## config.mk

```make
export PLATFORM = sky130hd
export DESIGN_NAME = dpoll_seq
export DESIGN_NICKNAME = d
export VERILOG_FILES = /design/src/rtl/dpoll_pkg.sv /design/src/rtl/dpoll_seq.sv
export SDC_FILE = /design/constraint.sdc
export NUM_CORES = 1
export LEC_CHECK = 0
export BUFFER_PORTS_ARGS = -buffer_cell sky130_fd_sc_hd__buf_2
export CORE_ASPECT_RATIO = 1.75
export CORE_MARGIN = 1.5
export CORE_UTILIZATION = 39
export CTS_CLUSTER_SIZE = 40
export DETAILED_ROUTE_END_ITERATION = 10
export PLACE_DENSITY = 0.75
export SLEW_MARGIN = 10
export SYNTH_ARGS = -nofsm -noshare
export SYNTH_HDL_FRONTEND = slang
export SYNTH_SLANG_ARGS = --single-unit
```

## constraint.sdc

```tcl
create_clock -name clk -period 1.4 [get_ports clk]
set_input_delay 0.28 -clock clk [delete_from_list [all_inputs] [get_ports clk]]
set_output_delay 0.28 -clock clk [all_outputs]
set_load 0.005 [all_outputs]
```

## src/rtl/dpoll_pkg.sv

```systemverilog
package dpoll_pkg;

  typedef enum logic [1:0] {
    ST_IDLE  = 2'd0,
    ST_POLL  = 2'd1,
    ST_RECHK = 2'd2,
    ST_RESET = 2'd3
  } dpoll_state_e;

  typedef enum logic {
    OP_PROG  = 1'b0,
    OP_ERASE = 1'b1
  } dpoll_op_e;

endpackage

```

## src/rtl/dpoll_seq.sv

```systemverilog
module dpoll_seq
  import dpoll_pkg::*;
#(
  parameter int              DW         = 8,
  parameter int              AW         = 18,
  parameter int              DONE_BIT   = 7,
  parameter logic [DW-1:0]   RESET_BYTE = 8'hF0
) (
  input  logic            clk,
  input  logic            rst_n,
  input  logic            start,
  input  logic            op_erase,
  input  logic [DW-1:0]   exp_data,
  input  logic [AW-1:0]   poll_addr,
  input  logic            bus_ack,
  input  logic            pass,
  input  logic            limit,
  input  logic            expired,
  output logic            bus_req,
  output logic            bus_we,
  output logic [AW-1:0]   bus_addr,
  output logic [DW-1:0]   bus_wdata,
  output logic            busy,
  output logic            done,
  output logic            ok,
  output logic            timeout_err,
  output logic            hang_err,
  output dpoll_op_e       ctx_op,
  output logic            ctx_bit,
  output logic            step,
  output logic            clr
);

  dpoll_state_e    state_q, state_d;
  dpoll_op_e       op_q;
  logic            bit_q;
  logic [AW-1:0]   addr_q;
  logic            done_q, done_d;
  logic            ok_q, ok_d;
  logic            to_q, to_d;
  logic            hang_q, hang_d;
  logic            accept;
  logic            unused_exp;

  assign accept     = (state_q == ST_IDLE) && start;
  assign unused_exp = ^exp_data;

  always_comb begin
    state_d = state_q;
    done_d  = done_q;
    ok_d    = ok_q;
    to_d    = to_q;
    hang_d  = hang_q;
    case (state_q)
      ST_IDLE: begin
        if (start) begin
          state_d = ST_POLL;
          done_d  = 1'b0;
          ok_d    = 1'b0;
          to_d    = 1'b0;
          hang_d  = 1'b0;
        end
      end
      ST_POLL: begin
        if (bus_ack) begin
          if (pass) begin
            state_d = ST_IDLE;
            done_d  = 1'b1;
            ok_d    = 1'b1;
          end else if (limit) begin
            state_d = ST_RECHK;
          end else if (expired) begin
            state_d = ST_RESET;
            hang_d  = 1'b1;
          end
        end
      end
      ST_RECHK: begin
        if (bus_ack) begin
          if (pass) begin
            state_d = ST_IDLE;
            done_d  = 1'b1;
            ok_d    = 1'b1;
          end else begin
            state_d = ST_RESET;
            to_d    = 1'b1;
          end
        end
      end
      ST_RESET: begin
        if (bus_ack) begin
          state_d = ST_IDLE;
          done_d  = 1'b1;
        end
      end
      default: state_d = ST_IDLE;
    endcase
  end

  always_ff @(posedge clk or negedge rst_n) begin
    if (!rst_n) begin
      state_q <= ST_IDLE;
      op_q    <= OP_PROG;
      bit_q   <= 1'b0;
      addr_q  <= '0;
      done_q  <= 1'b0;
      ok_q    <= 1'b0;
      to_q    <= 1'b0;
      hang_q  <= 1'b0;
    end else begin
      state_q <= state_d;
      if (accept) begin
        op_q   <= dpoll_op_e'(op_erase);
        bit_q  <= exp_data[DONE_BIT];
        addr_q <= poll_addr;
      end
      done_q <= done_d;
      ok_q   <= ok_d;
      to_q   <= to_d;
      hang_q <= hang_d;
    end
  end

  assign step        = (state_q == ST_POLL) && bus_ack && !pass && !limit;
  assign clr         = accept;
  assign bus_req     = (state_q != ST_IDLE);
  assign bus_we      = (state_q == ST_RESET);
  assign bus_addr    = addr_q;
  assign bus_wdata   = RESET_BYTE;
  assign busy        = (state_q != ST_IDLE);
  assign done        = done_q;
  assign ok          = ok_q;
  assign timeout_err = to_q;
  assign hang_err    = hang_q;
  assign ctx_op      = op_q;
  assign ctx_bit     = bit_q;


  req_hold_chk: assert property (@(posedge clk) disable iff (!rst_n)
    (bus_req && !bus_ack) |=> (bus_req && $stable(bus_addr) && $stable(bus_we)));


  done_busy_chk: assert property (@(posedge clk) disable iff (!rst_n)
    !(done && busy));


  one_result_chk: assert property (@(posedge clk) disable iff (!rst_n)
    $onehot0({ok, timeout_err, hang_err}));


  result_hold_chk: assert property (@(posedge clk) disable iff (!rst_n)
    (done && !start) |=> (done && $stable({ok, timeout_err, hang_err})));


  to_origin_chk: assert property (@(posedge clk) disable iff (!rst_n)
    $rose(timeout_err) |-> $past(state_q == ST_RECHK && bus_ack && !pass));


  busy_until_write_chk: assert property (@(posedge clk) disable iff (!rst_n)
    (bus_we && !bus_ack) |=> busy);


  hang_origin_chk: assert property (@(posedge clk) disable iff (!rst_n)
    $rose(hang_err) |-> $past(state_q == ST_POLL && bus_ack && !pass && !limit));

endmodule

```

Word-level counts from Yosys, hierarchy flattened

Cells that the tools add are included.

Mux-type cells: 23
Reductions and logical operators: 17
Eq/ne operators: 14

Operator list:

| cell               | count |
|---|---|
| $mux 2             | 8 |
| $ne 2x2->1 const B | 8 |
| $reduce_and 4->1   | 3 |
| $mux 1             | 10 |
| $pmux 2 s4         | 1 |
| $reduce_bool 2->1  | 4 |
| $pmux 1 s2         | 3 |
| $reduce_and 6->1   | 1 |
| $reduce_and 5->1   | 1 |
| $eq 2x2->1 const B | 2 |
| $logic_and 1x1->1  | 4 |
| $ne 2x1->1 const B | 2 |
| $ne 4x4->1 const B | 1 |
| $pmux 1 s3         | 1 |
| $eq 2x1->1 const B | 1 |
| $logic_not 1->1    | 2 |
| $logic_not 2->1    | 1 |
| $reduce_or 2->1    | 1 |

Input bits: 34
Output and inout bits: 37
Register bits: 26
Logic and storage cells: 62

Longest topological paths before layout

Gate-level depths: netlist of run 1.

Depth in word-level cells: 5
Depth in mapped cells: 6
Mapped depth without buffers: 5

Least setup slack after synthesis of run 1

Ideal clock, no wire load.

Path type: reg2reg
From: reg state_q[1]
To: reg state_q[1]
Library setup time: 79 ps
Buffers on the path: 0
Stages on the path, launching flop included: 6
Required time: 1321 ps
Path slack: -136 ps
Clock period less this slack: 1536 ps
Arrival time: 1457 ps
Cell sequence: dfrtp_1 inv_1 ha_1 or4b_1 o211ai_2 mux2i_1

Word-level cells in the longest chain between the ends: 3
Elaborated cells between the ends (all ways): 11
Classes of those cells: eq/ne (8); mux (1); reduce/logical (2)

RTL lines:

| what                                                      | line             | RTL |
|---|---|---|
| start: declaration                                        | dpoll_seq.sv:34  | `dpoll_state_e state_q, state_d;` |
| start signal: assignment                                  | dpoll_seq.sv:111 | `state_q <= state_d;` |
| $eq 2x1->1, or another cell as far along                  | dpoll_seq.sv:54  | `case (state_q)` |
| $ne 4x4->1 (no source line) or $ne 2x2->1 (tied branches) | --               |  |
| $reduce_and 5->1 (no source line)                         | --               |  |

Parallel ways exist; a longest one is shown, timed or not.
A chain may end at the register's enable or synchronous reset.

Worst setup path after layout of run 1

From: reg state_q[1]
To: out step

Word-level cells in the longest chain between the ends: 4

RTL lines:

| what                           | line             | RTL |
|---|---|---|
| $eq 2x1->1                     | dpoll_seq.sv:124 | `assign step = (state_q == ST_POLL) && bus_ack && !pass && !limit;` |
| $logic_and 1x1->1 (3 in a row) | dpoll_seq.sv:124 |  |
| end: declaration               | dpoll_seq.sv:30  | `output logic step,` |

No other way between the ends.

==> impl_metrics.csv, run 1 <==
group,metric,value,unit
status,status,"complete, but fails checks",
status,violations,"hold timing, setup timing",
worst_setup_path,crit_arrival,1.38,ns
clock_tree,cts_sinks,26,
worst_setup_path,critPathCaptureType,"output pin",
timing,hold_ws,-0.0003268,ns
worst_setup_path,crit_required,1.12,ns
routing,drcViolationCount,0,
global_routing,grt-ovfl-total,0,
power,irDropWorstVdd,0.001164,V
logic_synthesis,synth_area_leaders,"dfrtp_1 (52%), mux2_2 (19%), ha_1 (6.0%)",
floorplanning,die_area,3580,um2
clock_tree,htreeDepth,1,
floorplanning,ios,71,
clock_tree,clkLatencyLatePin,0.26,ns
power,power_density,2069,nW/um2
clock_tree,clk_pin_slew,0.08,ns
placement,place_hpwl,1957,um
global_routing,grt_max_degree,27,
global_routing,grt_usage,15.77,%
floorplanning,die_h,78.04,um
logic_synthesis,synthCells,98,
logic_synthesis,synth_edf_count,0,
logic_synthesis,yosysTopAreaCellShare,51.84,%
timing,max_freq,602.1,MHz
power,totalPowerFinal,4.197,mW
routing,drt_pass1_iterations,3,
worst_setup_path,slowest_stage,"dfrtp_1",
clock_tree,cts_tree,"done",
logic_synthesis,synth_seq_cells,26,
finish,drive_gt1_share,70.39,%
placement,pre_cts_ws,-0.1607,ns
power,p_leak,0.9946,nW
logic_synthesis,synth_area_leader_cell,"dfrtp_1",
floorplanning,die_x,45.88,um
timing,rsz0062_at_grt,"true",
logic_synthesis,synth_top_cells_by_count,"dfrtp_1 (26), mux2_2 (21), buf_4 (9)",
placement,place_congestion,0.8271,
finish,num_antenna_cells,0,
worst_setup_path,path_common_cell,"buf_6",
job,maxCapViolations,0,
timing,hold_viol,1,
global_routing,grt_pass1_vias,993,
routing,wirelength,3122,um
timing,finClkSkew,0.001880,ns
clock_tree,cts_root_buf,"clkbuf_8",
routing,ant_nets,0,
finish,stdcell_area,2028,um2
floorplanning,core-area,3108,um2
global_routing,grt_pass1_wl,4243,um
timing,fin_tns_setup,-2.718,ns
timing,slew_violations,0,
finish,syn_to_final_growth,61.62,%
routing,drtIter0Drc,12,
floorplanning,num_rows,27,
finish,fin_nets,220,
placement,place_area,1624,um2
timing,timing.final.crit_share,118.6,%
timing,relSlewSlack,62.46,%
placement,io_buffers,55,
logic_synthesis,ys_seq_area_share,51.84,%
routing,via_per_inst,4.658,
routing,wire_per_inst,14.06,um
worst_setup_path,cp_max_fo,3,
logic_synthesis,synth_warnings,0,
worst_setup_path,crit_type,"flop to output pin",
logic_synthesis,synthFlopType,"dfrtp_1",
timing,setup_violations,29,
clock_tree,cts_buffer_depth,2,
logic_synthesis,synth_area_per_cell,12.81,um2
global_routing,antenna_found_initial,0,
logic_synthesis,synth.cell_area,1255,um2
logic_synthesis,synth.most_common_cell,"dfrtp_1",
worst_setup_path,slowest_delay,0.40,ns
clock_tree,cts_buffers,3,
worst_setup_path,path_cells,"inv_2, ha_4, buf_6, nor2b_4, and3_4, buf_6",
finish,fill_cells,253,
worst_setup_path,setup.worst_path.start_class,"flop",
timing,fin_ws,-0.2610,ns
logic_synthesis,ys_types,27,
timing,period_needed,1.661,ns
routing,via_count,1034,
timing,worst_pin_slew,0.5631,ns
worst_hold_path,hold_class,"input pin to async pin",
logic_synthesis,async_reset_ff_share,100.0,%
floorplanning,start_util,40.38,%
[power breakdown]
group          internal, mW  switching (mW)  total, mW
Combinational          1.43           0.973       2.40
Sequential             1.12           0.212       1.33
Clock                 0.251           0.212      0.463
[layout by cell type (no fill, tap or decap), drive strengths merged, types with 2 or more instances in the layout]
master | synthesis | final
a21oi | 2 | 2
a31oi | 3 | 3
buf | 11 | 79
clkbuf | 0 | 4
conb | 2 | 8
dfrtp | 26 | 26
ha | 6 | 6
inv | 7 | 6
mux2 | 21 | 21
mux2i | 3 | 3
nand2 | 1 | 4
o211ai | 2 | 2
[flip-flops by register name, indices dropped and copies added (netlist names)]
| register | count |
|---|---|
| state_q | 2 |
| done | 1 |
| ctx_op | 1 |
| ok | 1 |
| timeout_err | 1 |
| bus_addr | 18 |
| hang_err | 1 |
| ctx_bit | 1 |
[repair_timing]
item / 4_1_cts / 5_1_grt
cloned: 0 / 3
resized for setup: 8 / 31
setup endpoints to repair: 29 / 29
pin swaps: 2 / 9
hold buffers: 0 / 0
setup buffers: 3 / 14
[kinds of logic after synthesis]
logic type | count (synthesis) | synth area share, %
simple gates | 10 | 5.185
flops | 26 | 51.84
fa+ha+maj | 6 | 5.982
mux | 24 | 21.24
compound gates | 12 | 6.880
buf+inv | 18 | 8.275
other cells | 2 | 0.5984
[area by class of cell]
cell class              instances  area, um2  area share (%)
multi-input cells              63      703.2           34.67
flip-flops and latches         26      651.9           32.14
well taps                      43      53.80           2.653
repair buffers                 79      533.0           26.28
inverters                       7      31.28           1.542
clock buffers                   4      55.05           2.714
[worst paths after layout]
check	from	end	slack (ns)	cells after the start
min	rst_n	bus_addr[14]	-0.0003	1
min in group clk	poll_addr[12]	bus_addr[12]	0.24	2
max	state_q[1]	step	-0.26	6
min reg2reg	bus_addr[0]	bus_addr[0]	0.51	1
max reg2reg	state_q[1]	ctx_op	-0.15	7
max in group asynchronous	rst_n	state_q[0]	1.00	1
[routing by layer]
metal | track usage [%] | up-vias | part of all wire (%)
met5 | 0 | - | 0
met4 | 6.000 | 0 | 1.5
met3 | 2.299 | 6 | 4.0
met2 | 28.75 | 41 | 58
met1 | 16.97 | 497 | 36
li1 | - | 490 | -
[critical path: cells and delay by family, from the launching register on]
kind / cells / cell delay [ns]
fa+ha+maj: 1 / 0.15
buf+inv: 3 / 0.28
flops: 1 / 0.40
simple gates: 2 / 0.29
[metrics by stage]
stage	instances	util, %
after floorplan	104	-
after global placement	199	52.25
after detailed placement	199	52.25
after CTS	206	56.56
after global routing	222	65.26
final	222	65.26
Note: power is estimated with default switching activity, not from simulation.
==> run 2, diff against run 1 <==
--- a/config.mk
+++ b/config.mk
@@ -5,9 +5,9 @@
 export SDC_FILE = /design/constraint.sdc
 export NUM_CORES = 1
 export LEC_CHECK = 0
-export BUFFER_PORTS_ARGS = -buffer_cell sky130_fd_sc_hd__buf_2
+export BUFFER_PORTS_ARGS = -buffer_cell sky130_fd_sc_hd__buf_4
 export CORE_ASPECT_RATIO = 1.75
-export CORE_MARGIN = 1.5
+export CORE_MARGIN = 8
 export CORE_UTILIZATION = 39
 export CTS_CLUSTER_SIZE = 40
 export DETAILED_ROUTE_END_ITERATION = 10
==> impl_metrics.csv, run 2 (same netlist as run 1, synthesis figures left out) <==
group,metric,value,unit
worst_setup_path,crit_arrival,1.40,ns
placement,place_congestion,0.8153,
global_routing,grt_max_degree,27,
floorplanning,die_h,91.04,um
routing,drtIter0Drc,2,
power,totalPowerFinal,4.157,mW
worst_setup_path,slowest_stage,"dfrtp_2",
finish,stdcell_area,2006,um2
worst_setup_path,cp_max_fo,4,
global_routing,grt_usage,12.48,%
worst_setup_path,regToRegEndpoint,"state_q[1]",
worst_setup_path,setup.worst_path.start_class,"flop",
global_routing,antenna_found_initial,0,
power,power_density,2073,nW/um2
timing,max_freq,596.4,MHz
status,violations,"setup timing",
global_routing,grt_pass1_vias,1151,
timing,fin_ws,-0.2767,ns
routing,drcViolationCount,0,
timing,rsz0062_at_grt,"true",
floorplanning,core-area,3108,um2
routing,via_count,1020,
clock_tree,cts_buffers,3,
finish,final_cell_mix,"buf_4 (64), dfrtp_1 (25), mux2_2 (21)",
worst_setup_path,crit_type,"flop to output pin",
clock_tree,cts_root_buf,"clkbuf_8",
floorplanning,ios,71,
worst_setup_path,critPathCaptureType,"output pin",
global_routing,grt_pass1_wl,5237,um
finish,final_common_cell,"buf_4",
finish,utilization,64.53,%
finish,instances_no_fill,212,
routing,ant_nets,0,
worst_setup_path,worst_path_dominant_cell_family,"flip-flops",
power,p_leak,0.9622,nW
finish,drive_gt1_share,66.27,%
worst_setup_path,ff2ff_path_depth,6,
timing,hold_viol,0,
timing,timing.final.crit_share,119.8,%
worst_hold_path,whs_path_depth,2,
worst_hold_path,hold_class,"input pin to flop",
floorplanning,die_area,5360,um2
clock_tree,clkLatencyLatePin,0.27,ns
worst_setup_path,r2r_start,"state_q[1]",
clock_tree,clk_pin_slew,0.09,ns
timing,slew_violations,0,
placement,place_hpwl,2693,um
placement,place_area,1762,um2
clock_tree,cts_buffer_depth,2,
worst_setup_path,path_cells,"ha_4, buf_6, nor2b_4, and3_4, buf_6",
worst_setup_path,slowest_delay,0.47,ns
placement,dp.cells,199,
status,status,"complete, but fails checks",
job,maxCapViolations,0,
finish,syn_to_final_growth,59.82,%
clock_tree,cts_tree,"done",
finish,num_antenna_cells,0,
worst_setup_path,path_common_cell,"buf_6",
placement,io_buffers,55,
finish,largest_register_ffs,18,
routing,drt_pass1_iterations,3,
floorplanning,die_x,58.88,um
worst_hold_path,hp-start,"poll_addr[15]",
timing,period_needed,1.677,ns
finish,fill_cells,261,
routing,wirelength,3513,um
power,irDropWorstVdd,0.001197,V
finish,fin_nets,210,
placement,pre_cts_ws,-0.1485,ns
worst_setup_path,crit_required,1.12,ns
routing,via_per_inst,4.811,
timing,finClkSkew,0.004003,ns
clock_tree,htreeDepth,1,
worst_setup_path,critPathBufInv,2,
clock_tree,cts_sinks,26,
global_routing,grt-ovfl-total,0,
routing,wire_per_inst,16.57,um
floorplanning,num_rows,27,
worst_hold_path,whs_endpoint,"bus_addr[15]",
floorplanning,start_util,40.38,%
worst_setup_path,r2r_slack,-0.19,ns
timing,setup_violations,19,
[run 2: changes by cell type in the layout (fill, tap and decap cells not counted), moves of 2 or more]
cell	before	now
buf_2	53	0
buf_4	9	64
buf_6	16	4
mux2_2	19	21
mux2_4	2	0
[run 2: how the worst max path moves through the flow]
stage | start | end | slack, ns | cells past startpoint
2_1_floorplan | state_q[1] | state_q[1] | -0.06 | 5
3_3_place_gp | state_q[0] | bus_addr[0] | -0.10 | 4
3_5_place_dp | state_q[0] | bus_addr[11] | -0.15 | 4
4_1_cts | state_q[0] | step | -0.28 | 5
5_1_grt | state_q[0] | step | -0.33 | 5
6_report | state_q[0] | step | -0.28 | 5
[run 2: through the flow]
stage,hold slack (ns),TNS [ns]
floorplan,-0.01559,-0.1070
global route,0.2250,-2.840
detailed placement,0.2072,-3.363
global placement,0.2010,-2.336
finish,0.2366,-1.847
CTS,0.2299,-1.525
[run 2: cell type report]
class,instances,area [um2],share of cell area (%)
multi-input combinational,62,665.6,33.19
tap,43,53.80,2.682
inverter,7,28.78,1.435
timing repair buffer,70,550.5,27.45
clock buffer,4,55.05,2.745
sequential,26,651.9,32.50
[run 2: routing by layer]
metal	vias to the layer above	global-route usage [%]	wire, um
met2	39	23.63	2010
met1	510	10.29	1152
met4	0	5.622	60
li1	467	-	-
met3	4	5.508	290
met5	-	0	0
[run 2: worst register-to-register path, delay by kind of cell, from the launching register on]
family,cells,cell delay (ns)
flops,1,0.40
fa+ha+maj,1,0.14
simple gates,1,0.45
buf+inv,2,0.21
mux,1,0.21
compound gates,1,0.10
[run 2: what timing repair did]
item,CTS,global route
hold buffers,1,0
pin swaps,5,3
endpoints found under the setup margin,29,29
resized for setup,10,12
gates cloned,0,2
hold endpoints to repair,26,0
setup buffers,5,1
[run 2: where the power goes]
part	internal, mW	leakage (nW)	switching [mW]
combinational	1.42	0.624	0.907
clock	0.251	0.0288	0.226
sequential	1.12	0.309	0.231
total	2.79	0.962	1.36
==> run 3, diff against run 2 <==
--- a/config.mk
+++ b/config.mk
@@ -6,12 +6,14 @@
 export NUM_CORES = 1
 export LEC_CHECK = 0
 export BUFFER_PORTS_ARGS = -buffer_cell sky130_fd_sc_hd__buf_4
+export CELL_PAD_IN_SITES_DETAIL_PLACEMENT = 0
+export CELL_PAD_IN_SITES_GLOBAL_PLACEMENT = 1
 export CORE_ASPECT_RATIO = 1.75
 export CORE_MARGIN = 8
-export CORE_UTILIZATION = 39
+export CORE_UTILIZATION = 29
 export CTS_CLUSTER_SIZE = 40
 export DETAILED_ROUTE_END_ITERATION = 10
-export PLACE_DENSITY = 0.75
+export PLACE_DENSITY_LB_ADDON = 0.1
 export SLEW_MARGIN = 10
 export SYNTH_ARGS = -nofsm -noshare
 export SYNTH_HDL_FRONTEND = slang
==> constraint.sdc (replaced) <==
create_clock -name clk -period 1.43 [get_ports clk]
set_input_delay 0.286 -clock clk [delete_from_list [all_inputs] [get_ports clk]]
set_output_delay 0.286 -clock clk [all_outputs]
set_load 0.005 [all_outputs]
==> impl_metrics.csv, run 3 (same netlist as run 1, synthesis figures left out) <==
group,metric,value,unit
worst_setup_path,regToRegEndpoint,"state_q[0]",
routing,wire_per_inst,15.53,um
finish,largest_register_ffs,18,
floorplanning,num_rows,31,
global_routing,grt_max_degree,27,
clock_tree,clkLatencyLatePin,0.27,ns
timing,fin_ws,-0.2167,ns
routing,via_per_inst,4.554,
clock_tree,cts_tree,"done",
worst_setup_path,crit_type,"flop to output pin",
worst_hold_path,hold_class,"input pin to flop",
floorplanning,core-area,4150,um2
power,power_density,2002,nW/um2
global_routing,met3_usage,3.700,%
timing,rsz0062_at_grt,"true",
status,violations,"setup timing",
global_routing,grt_usage,10.35,%
finish,drive_gt1_share,66.47,%
worst_setup_path,slowest_delay,0.42,ns
global_routing,top_usage_layer,"met2",
placement,io_buffers,55,
floorplanning,die_h,103.0,um
finish,syn_to_final_growth,63.61,%
power,irDropWorstVdd,0.001088,V
global_routing,grtUsageMet2,19.16,%
worst_setup_path,cp_max_fo,3,
routing,via_count,1011,
status,status,"complete, but fails checks",
floorplanning,start_util,30.24,%
clock_tree,cts_buffers,3,
worst_setup_path,crit_required,1.14,ns
global_routing,grt_pass1_vias,1180,
worst_setup_path,setup.worst_path.start_class,"flop",
finish,utilization,49.47,%
placement,place_hpwl,2615,um
clock_tree,cts_root_buf,"clkbuf_8",
global_routing,antenna_found_initial,0,
global_routing,grt-ovfl-total,0,
global_routing,grtUsageMet1,9.592,%
placement,place_congestion,0.7004,
finish,final_cell_mix,"buf_4 (68), dfrtp_1 (26), mux2_2 (20)",
job,maxCapViolations,0,
finish,final_common_cell,"buf_4",
timing,finClkSkew,0.003582,ns
floorplanning,die_area,6771,um2
worst_setup_path,slowest_stage,"dfrtp_1",
timing,slew_violations,0,
timing,max_freq,607.3,MHz
finish,instances_no_fill,222,
clock_tree,clk_pin_slew,0.09,ns
global_routing,grt_pass1_wl,5492,um
routing,drtIter0Drc,13,
routing,ant_nets,0,
worst_setup_path,r2r_slack,-0.12,ns
timing,hold_viol,0,
worst_hold_path,whs_endpoint,"bus_addr[2]",
power,p_leak,1.008,nW
worst_hold_path,hp-start,"poll_addr[2]",
worst_setup_path,ff2ff_path_depth,7,
placement,dp.cells,209,
routing,drt_pass1_iterations,3,
worst_setup_path,critPathCaptureType,"output pin",
worst_setup_path,crit_arrival,1.36,ns
timing,timing.final.crit_share,115.2,%
routing,drcViolationCount,0,
timing,period_needed,1.647,ns
clock_tree,cts_buffer_depth,2,
worst_setup_path,path_cells,"buf_6, ha_4, nor2b_4, and3_1, buf_4",
clock_tree,htreeDepth,1,
placement,pre_cts_ws,-0.1179,ns
finish,num_antenna_cells,0,
worst_hold_path,whs_path_depth,2,
clock_tree,cts_sinks,26,
floorplanning,die_x,65.73,um
timing,setup_violations,18,
floorplanning,ios,71,
routing,wirelength,3448,um
finish,fin_nets,215,
worst_setup_path,r2r_start,"state_q[0]",
[run 3: repair_timing]
| item | CTS | global route |
|---|---|---|
| resized for setup | 14 | 10 |
| gates cloned | 1 | 0 |
| hold buffers | 1 | 0 |
| endpoints found under the setup margin | 28 | 19 |
| setup buffers | 5 | 4 |
| hold endpoints to repair | 26 | 0 |
| pin swaps | 4 | 5 |
[run 3: stage by stage]
| stage | TNS, ns | total power [mW] | hold WS [ns] | instance area (um2) |
|---|---|---|---|---|
| CTS | -1.236 | 3.977 | 0.2378 | 1989 |
| global placement | -0.4891 | 3.198 | 0.2164 | 1807 |
| global route | -2.263 | 4.403 | 0.2324 | 2053 |
| detailed placement | -1.108 | 3.249 | 0.2197 | 1807 |
| finish | -1.231 | 4.111 | 0.2448 | 2053 |
| floorplan | -0.04701 | 2.235 | -0.009591 | 1320 |
[run 3: worst max-delay path, delay by kind of cell, from the launching register on]
family	cells	cell delay (ns)
simple gates	2	0.27
buf+inv	2	0.26
flops	1	0.42
fa+ha+maj	1	0.15
[run 3: worst max-delay path by stage]
| stage | from | end | slack, ns | depth (start not counted) |
|---|---|---|---|---|
| after floorplan | state_q[1] | state_q[1] | -0.03 | 5 |
| after global placement | state_q[1] | state_q[1] | -0.04 | 5 |
| after detailed placement | state_q[1] | state_q[1] | -0.12 | 5 |
| after CTS | state_q[0] | step | -0.22 | 5 |
| after global routing | state_q[0] | step | -0.26 | 5 |
| final | state_q[0] | step | -0.22 | 5 |
[run 3: routing by layer]
metal / up-vias / routed length, um
li1: 473 / -
met1: 496 / 1151
met2: 37 / 1967
met3: 5 / 270
met4: 0 / 59
met5: - / 0
[run 3: layout make-up]
cell class	count	area, um2
clock buffer	3	41.29
fill	380	2097
inverter	7	31.28
multi-input combinational	60	628.1
sequential	26	650.6
tap	49	61.31
timing repair buffer	77	640.6
[run 3: report_power, final]
group	total, mW	switching [mW]	internal (mW)	leakage (nW)
registers	1.30	0.201	1.10	0.310
logic	2.40	0.868	1.53	0.677
clock network	0.412	0.223	0.189	0.0216
total	4.11	1.29	2.82	1.01
